--- src/rtl/disp_pkg.sv ---
package disp_pkg;
  // Number of source operands examined per instruction.
  localparam int NSRC = 2;

  // Issue decision for one ordered pair.
  typedef enum logic [1:0] {
    PICK_NONE = 2'd0,
    PICK_OLD  = 2'd1,
    PICK_YNG  = 2'd2,
    PICK_BOTH = 2'd3
  } pick_e;
endpackage

--- src/rtl/disp_hazard.sv ---
// Intra-pair conflict detection: read-after-write, write-after-write and
// data-cache port contention between the older and younger instruction.
module disp_hazard #(
  parameter int REG_W  = 5,
  parameter int DPORTS = 1
) (
  input  logic [REG_W-1:0]                   o_dst,
  input  logic                               o_wr,
  input  logic                               o_mem,
  input  logic [disp_pkg::NSRC-1:0][REG_W-1:0] y_src,
  input  logic [REG_W-1:0]                   y_dst,
  input  logic                               y_wr,
  input  logic                               y_mem,
  output logic                               raw,
  output logic                               waw,
  output logic                               mem_clash
);
  logic [disp_pkg::NSRC-1:0] src_hit;

  for (genvar s = 0; s < disp_pkg::NSRC; s++) begin : g_src
    assign src_hit[s] = o_wr && (y_src[s] == o_dst);
  end

  assign raw = |src_hit;
  assign waw = o_wr && y_wr && (o_dst == y_dst);

  if (DPORTS < 2) begin : g_one_port
    assign mem_clash = o_mem && y_mem;
  end else begin : g_two_port
    assign mem_clash = 1'b0;
  end
endmodule

--- src/rtl/disp_hold.sv ---
// One-entry holding register for a younger instruction that lost its slot.
module disp_hold #(
  parameter int INS_W = 25
) (
  input  logic             clk,
  input  logic             rst,
  input  logic             load,
  input  logic [INS_W-1:0] din,
  output logic             vld,
  output logic [INS_W-1:0] q
);
  always_ff @(posedge clk) begin
    if (rst) vld <= 1'b0;
    else     vld <= load;
  end

  always_ff @(posedge clk) begin
    if (load) q <= din;
  end
endmodule

--- src/rtl/disp_lane_reg.sv ---
// Output register for one issue lane.
module disp_lane_reg #(
  parameter int INS_W = 25
) (
  input  logic             clk,
  input  logic             rst,
  input  logic             vld_in,
  input  logic [INS_W-1:0] din,
  output logic             vld_q,
  output logic [INS_W-1:0] q
);
  always_ff @(posedge clk) begin
    if (rst) vld_q <= 1'b0;
    else     vld_q <= vld_in;
  end

  always_ff @(posedge clk) begin
    q <= din;
  end
endmodule

--- src/rtl/disp_pair.sv ---
// Dual-issue pair dispatcher: forms the ordered pair, decides single or
// paired issue, registers the lanes and keeps a split younger instruction.
module disp_pair #(
  parameter  int NREG   = 32,
  parameter  int TAG_W  = 8,
  parameter  int DPORTS = 1,
  localparam int REG_W  = $clog2(NREG),
  localparam int INS_W  = 3 * REG_W + 2 + TAG_W
) (
  input  logic             clk,
  input  logic             rst,
  input  logic             in0_vld,
  input  logic [INS_W-1:0] in0_ins,
  input  logic             in1_vld,
  input  logic [INS_W-1:0] in1_ins,
  output logic [1:0]       iss_mask,
  output logic [INS_W-1:0] lane0_ins,
  output logic [INS_W-1:0] lane1_ins,
  output logic             fetch_one
);
  import disp_pkg::*;

  localparam int F_DST = 0;
  localparam int F_S0  = REG_W;
  localparam int F_S1  = 2 * REG_W;
  localparam int F_WR  = 3 * REG_W;
  localparam int F_MEM = 3 * REG_W + 1;
  localparam int NLANE = 2;

  // Held younger instruction from the previous cycle.
  logic             hold_vld;
  logic [INS_W-1:0] hold_ins;

  // Ordered pair for this cycle.
  logic             old_vld, yng_vld;
  logic [INS_W-1:0] old_ins, yng_ins;

  always_comb begin
    if (hold_vld) begin
      old_vld = 1'b1;
      old_ins = hold_ins;
      yng_vld = in0_vld;
      yng_ins = in0_ins;
    end else begin
      old_vld = in0_vld;
      old_ins = in0_ins;
      yng_vld = in1_vld;
      yng_ins = in1_ins;
    end
  end

  // Field extraction for the hazard check.
  logic [NSRC-1:0][REG_W-1:0] yng_src;
  assign yng_src[0] = yng_ins[F_S0 +: REG_W];
  assign yng_src[1] = yng_ins[F_S1 +: REG_W];

  logic raw, waw, mem_clash, conflict;

  disp_hazard #(
    .REG_W  (REG_W),
    .DPORTS (DPORTS)
  ) u_haz (
    .o_dst     (old_ins[F_DST +: REG_W]),
    .o_wr      (old_ins[F_WR]),
    .o_mem     (old_ins[F_MEM]),
    .y_src     (yng_src),
    .y_dst     (yng_ins[F_DST +: REG_W]),
    .y_wr      (yng_ins[F_WR]),
    .y_mem     (yng_ins[F_MEM]),
    .raw       (raw),
    .waw       (waw),
    .mem_clash (mem_clash)
  );

  assign conflict = raw || waw || mem_clash;

  // Issue decision.
  pick_e pick;

  always_comb begin
    unique case ({old_vld, yng_vld})
      2'b10:   pick = PICK_OLD;
      2'b01:   pick = PICK_YNG;
      2'b11:   pick = conflict ? PICK_OLD : PICK_BOTH;
      default: pick = PICK_NONE;
    endcase
  end

  logic [NLANE-1:0]            lane_v_d, lane_v_q;
  logic [NLANE-1:0][INS_W-1:0] lane_d, lane_q;

  always_comb begin
    lane_v_d[0] = (pick != PICK_NONE);
    lane_d[0]   = (pick == PICK_YNG) ? yng_ins : old_ins;
    lane_v_d[1] = (pick == PICK_BOTH);
    lane_d[1]   = yng_ins;
  end

  for (genvar l = 0; l < NLANE; l++) begin : g_lane
    disp_lane_reg #(
      .INS_W (INS_W)
    ) u_lane (
      .clk    (clk),
      .rst    (rst),
      .vld_in (lane_v_d[l]),
      .din    (lane_d[l]),
      .vld_q  (lane_v_q[l]),
      .q      (lane_q[l])
    );
  end

  // A split pair keeps its younger member.
  logic hold_load;
  assign hold_load = (pick == PICK_OLD) && yng_vld;

  disp_hold #(
    .INS_W (INS_W)
  ) u_hold (
    .clk  (clk),
    .rst  (rst),
    .load (hold_load),
    .din  (yng_ins),
    .vld  (hold_vld),
    .q    (hold_ins)
  );

  assign iss_mask  = lane_v_q;
  assign lane0_ins = lane_q[0];
  assign lane1_ins = lane_q[1];
  assign fetch_one = hold_vld;
endmodule

--- config.mk ---
export PLATFORM = sky130hd
export DESIGN_NAME = disp_pair
export DESIGN_NICKNAME = d
export VERILOG_FILES = /design/src/rtl/disp_pkg.sv /design/src/rtl/disp_hazard.sv /design/src/rtl/disp_hold.sv /design/src/rtl/disp_lane_reg.sv /design/src/rtl/disp_pair.sv
export SDC_FILE = /design/constraint.sdc
export NUM_CORES = 1
export LEC_CHECK = 0
export ABC_AREA = 1
export CAP_MARGIN = 25
export CORE_MARGIN = 5
export CORE_UTILIZATION = 50
export CTS_BUF_LIST = sky130_fd_sc_hd__clkbuf_16
export DETAILED_ROUTE_END_ITERATION = 10
export DONT_BUFFER_PORTS = 1
export GPL_TIMING_DRIVEN = 0
export PLACE_DENSITY_LB_ADDON = 0.25
export SYNTH_ARGS = -nofsm -noshare
export SYNTH_HDL_FRONTEND = slang
export SYNTH_SLANG_ARGS = --single-unit
export TNS_END_PERCENT = 5
--- constraint.sdc ---
create_clock -name clk -period 3.3 [get_ports clk]
set_input_delay 0.66 -clock clk [delete_from_list [all_inputs] [get_ports clk]]
set_output_delay 0.66 -clock clk [all_outputs]
set_load 0.05 [all_outputs]
# Yosys cells after proc, flatten, opt, wreduce, memory -nomap -nowiden
# Cells that the tools add are included.
[word_totals]
input_bits = 54
wordCells = 32
ff_bits = 78
output_inout_bits = 53
[classes]
mux = 7
reduce_logical = 10
n_eq_ne = 9
[ops]
columns = ["cell", "count"]
rows = [
  ["25-bit two-way mux", 3],
  ["5-bit equality test", 3],
  ["2-bit equality test (second input constant)", 4],
  ["1-bit logical AND", 6],
  ["2-bit one-hot mux with 3 select lines", 1],
  ["2-bit by 1-bit equality test with 1-bit output (second input constant)", 2],
  ["1-bit logical OR", 2],
  ["1-bit two-way mux", 2],
  ["2-bit two-way mux", 1],
  ["2-bit nonzero test", 1],
  ["2-bit OR reduction", 1],
]

# Logic depth before layout (Yosys ltp)
[depth]
ltp_word = 10
depth_mapped = 14
ltp_nobuf = 13

# Modules after synthesis
# A second synthesis with hierarchy kept.
[hier_totals]
hier_cells = 395
area_unflattened_um2 = 3125.5
[by_module_without_submodules]
columns = ["module", "area_each_um2", "cells_per_inst", "instances"]
rows = [
  ["disp_lane_reg", 530.5, 28, 2],
  ["disp_pair", 1016.0, 252, 1],
  ["disp_hold", 780.7, 28, 1],
  ["disp_hazard", 267.8, 59, 1],
]

# Worst setup path after synthesis
# No wires, ideal clock.
[synth_path]
path_kind = "register -> register"
start = "reg u_hold.vld"
end = "reg u_hold.q[0], enable pin"
arrival_ps = 2161
t_required_ps = 2920
synth_period_minus_slack_ps = 2540
slack_ps = 760
path_stages_with_launch = 15
n_path_buf = 2
path_cell_list = "dfxtp_1 buf_6 inv_6 buf_6 nand2_1 nand2_1 nand2_1 nand2_1 nor2_1 nand3_1 nand3_1 nand2_1 nand2_1 nand2_1 inv_1"
[synth_between]
elab_chain_cells = 10
elab_cells_between_ends = 22
classes_between = "eq/ne: 7; mux: 6; reduce/logical: 9"
[synth_rtl]
columns = ["element", "line", "text"]
rows = [
  ["start: declaration", "disp_hold.sv:9", "output logic vld,"],
  ["start signal: assignment", "disp_hold.sv:14", "else vld <= load;"],
  ["25-bit two-way mux", "disp_pair.sv:39", "if (hold_vld) begin"],
  ["5-bit equality test", "disp_hazard.sv:21", "assign src_hit[s] = o_wr && (y_src[s] == o_dst);"],
  ["1-bit logical AND", "disp_hazard.sv:21", ""],
  ["2-bit OR reduction", "disp_hazard.sv:24", "assign raw = |src_hit;"],
  ["1-bit logical OR (2 in series)", "disp_pair.sv:75", "assign conflict = raw || waw || mem_clash;"],
  ["2-bit two-way mux", "disp_pair.sv:84", "2'b11: pick = conflict ? PICK_OLD : PICK_BOTH;"],
  ["2-bit one-hot mux with 3 select lines", "disp_pair.sv:81", "unique case ({old_vld, yng_vld})"],
  ["2-bit by 1-bit equality test with 1-bit output", "disp_pair.sv:114", "assign hold_load = (pick == PICK_OLD) && yng_vld;"],
  ["1-bit logical AND *", "disp_pair.sv:114", ""],
  ["net hold_load", "disp_pair.sv:113", "logic hold_load;"],
  ["end signal: assignment", "disp_hold.sv:18", "if (load) q <= din;"],
  ["end: declaration", "disp_hold.sv:10", "output logic [INS_W-1:0] q"],
]
# Mark *: on every way through the listed nets, which the timed path passes. The rest lies on a longest branch.
# A chain may end at the register's enable or synchronous reset.

# Worst setup path after layout
[layout_path]
start = "reg u_hold.vld"
end = "reg u_hold.q[10], enable pin"
# The elaborated chain is that of the path after synthesis.

==> results.sh <==
export IMPL_status="complete, no violations"
export IMPL_grt_pass1_wl_um=13400
export IMPL_ir_worst_vdd_mv=0.550
export IMPL_place_gp_congestion=0.855
export IMPL_synthTopCellsByArea="dfxtp_1 33%, edfxtp_1 23%, nand2_1 23%"
export IMPL_post_cts_buffers=0
export IMPL_cts_resized=0
export IMPL_arrival_ns=2.87
export IMPL_crit_path_top_delay_cell="dfxtp_1"
export IMPL_skew_ns=0.00849
export IMPL_grt_met1_usage=0.260
export IMPL_finalCritPeriodShare=0.860
export IMPL_antenna_found_initial=0
export IMPL_h_tree_depth=3
export IMPL_critPathKind="reg2reg"
export IMPL_wirelength_um=8430
export IMPL_layout_setup_ws_ns=0.462
export IMPL_syn_instance_count=412
export IMPL_synth_avg_cell_area_um2=7.91
export IMPL_power_density_mw_per_mm2=667
export IMPL_drt_iter0_markers=144
export IMPL_ys_types=23
export IMPL_vias=2679
export IMPL_dieWidth_um=90.8
export IMPL_p_leak_nw=1.77
export IMPL_n_fill_cell=583
export IMPL_ant_nets=0
export IMPL_cts_made_buffers=9
export IMPL_total_power_mw=2.44
export IMPL_hpwl_um=6090
export IMPL_drive_gt1_frac=0.105
export IMPL_finalHoldViolCount=0
export IMPL_synthDominantCellAreaShare=0.325
export IMPL_grt_setup_unrepaired="no"
export IMPL_cts_buffer_depth=2
export IMPL_clock_fmax_mhz=352
export IMPL_grt_use_total=0.207
export IMPL_holdWs_ns=0.389
export IMPL_hold_buffers=0
export IMPL_finalNetCount=478
export IMPL_setup_violations=0
export IMPL_grt_pass1_vias=2575
export IMPL_place_ws_ns=0.485
export IMPL_area_delta_synth_final_pct=12.0
export IMPL_worstMarginPinSlew_ns=0.554
export IMPL_grt_ovfl_total=0
export IMPL_diodes=0
export IMPL_cts_root_buf="clkbuf_16"
export IMPL_io_buffers=0
export IMPL_min_period_ns=2.84
export IMPL_slowest_delay_ns=0.65
export IMPL_crit_required_ns=3.33
export IMPL_synth_warnings=0
export IMPL_crit_chain="buf_6 -> inv_6 -> buf_6 -> nand2_1 -> nand2_1 -> nand2_1 -> nand2_1 -> nor2_1 -> nand3_1 -> nand3_1 -> nand2_1 -> nand2_1 -> nand2_1 -> inv_1 -> buf_16"
export IMPL_clkTransAtPathRegs_ns=0.06
export IMPL_yosysTopAreaCell="dfxtp_1"
export IMPL_core_mm2=0.00635
export IMPL_die_height_um=90.8
export IMPL_grt_max_degree=18
export IMPL_grtUsageMet3=0.0650
export IMPL_dr_pass1_iters=5
export IMPL_ioPinCount=107
export IMPL_insertion_delay_ns=0.33
export IMPL_critPathMostFrequentCell="nand2_1"
export IMPL_syn_nets=466
export IMPL_syn_area_mm2=0.00326
export IMPL_slew_headroom=0.630
export IMPL_drv_cap=0
export IMPL_start_kind="flop"
export IMPL_cts_sinks=78
export IMPL_routedWlPerCell_um=16.7
export IMPL_cp_max_fo=17
export IMPL_fin_setup_tns_ns=0
export IMPL_ys_ff_latch=78
export IMPL_start_util=0.513
export IMPL_use_met2=0.331
export IMPL_viasPerCell=5.29
export IMPL_hold_path_class="in2reg"
export IMPL_busiest_layer="met2"
export IMPL_seq_area_frac_synth=0.556
export IMPL_drc=0
export IMPL_rows=29
export IMPL_cts_tree="built"
export IMPL_slew_viol_final=0
export IMPL_die_area_mm2=0.00824
export IMPL_end_kind="flop"
[synth_stat cells]
| cell | count |
|---|---|
| nand2_1 | 197 |
| dfxtp_1 | 53 |
| inv_1 | 32 |
| edfxtp_1 | 25 |
| nor2_1 | 22 |
| o21ai_0 | 18 |
| a31oi_1 | 12 |
| nand2_2 | 10 |
| buf_2 | 7 |
| nand3_1 | 7 |
| o211ai_1 | 6 |
| buf_6 | 5 |
| clkbuf_1 | 4 |
| o21ai_1 | 3 |
| buf_1 | 2 |
| buf_4 | 2 |
| a221oi_1 | 1 |
| inv_2 | 1 |
| inv_6 | 1 |
| nor2_2 | 1 |
| nor3_2 | 1 |
| o21ai_2 | 1 |
| xnor2_1 | 1 |
[critical path: cells and delay by family, from the launching register on]
kind | cells | cell delay (ns)
buf+inv | 5 | 1.04
simple gates | 10 | 0.84
flops | 1 | 0.65
[area by class of cell]
cell class / instances / area, µm² / area share
tap: 77 / 96.3 / 0.0264
multi-input combinational: 280 / 1190 / 0.325
timing repair buffer: 1 / 27.5 / 0.00754
inverter: 34 / 133 / 0.0363
sequential: 78 / 1810 / 0.496
clock buffer: 9 / 225 / 0.0617
buffer: 20 / 129 / 0.0353
clock inverter: 7 / 41.3 / 0.0113
[state kept, by name, summed over array words and instances (netlist names)]
signal and cells:
g_lane.u_lane.q 50, u_hold.q 25, g_lane.u_lane.vld_q 2, u_hold.vld 1
[power breakdown]
group | internal, mW | total, mW | switching, mW
registers | 1.08 | 1.33 | 0.247
clock network | 0.503 | 0.871 | 0.368
logic | 0.0779 | 0.239 | 0.161
[cells by family (layout without fill, tap and decap cells)]
group / count (synthesis) / in the layout / share of synthesized area
compound gates: 41 / 41 / 0.0744
xor+xnor: 1 / 1 / 0.00269
flops: 78 / 78 / 0.556
buf+inv: 54 / 71 / 0.0802
simple gates: 238 / 238 / 0.287
[layout by cell type (no fill, tap or decap)]
master     Yosys  layout
clkinv_4       0       2
nand2_2       10      10
inv_6          1       1
o21ai_0       18      18
buf_2          7       7
buf_4          2       2
buf_1          2       2
nor2_2         1       1
nor2_1        22      22
o211ai_1       6       6
buf_6          5       5
nor3_2         1       1
inv_2          1       1
edfxtp_1      25      25
inv_1         32      32
clkbuf_1       4       4
o21ai_2        1       1
o21ai_1        3       3
buf_16         0       1
clkinv_1       0       1
a31oi_1       12      12
dfxtp_1       53      53
a221oi_1       1       1
nand3_1        7       7
nand2_1      197     197
clkinv_2       0       4
xnor2_1        1       1
clkbuf_16      0       9
[stage by stage]
step,utilization,instance area [µm²],std cells
finish,0.575,3650,506
global route,0.575,3650,506
CTS,0.575,3650,506
detailed placement,0.533,3380,490
global placement,0.529,3360,489
floorplan,-,3260,412
[final timing paths]
kind | startpoint | to | slack (ns) | depth (start not counted)
hold reg to reg | u_hold.q[13] | g_lane[0].u_lane.q[13] | 0.49 | 2
hold / removal | rst | u_hold.vld | 0.39 | 1
setup reg to reg | u_hold.vld | u_hold.q[10] | 0.46 | 15
setup / recovery | u_hold.vld | u_hold.q[10] | 0.46 | 15
[routing by layer]
metal  up-vias  share of wire  routed length (µm)
met4         0          0.018                 155
li1       1321              -                   -
met5         -              0                   0
met3        15          0.099                 837
met2       129           0.47                3970
met1      1214           0.41                3470
No activity file was read; power rests on OpenSTA's default activity.
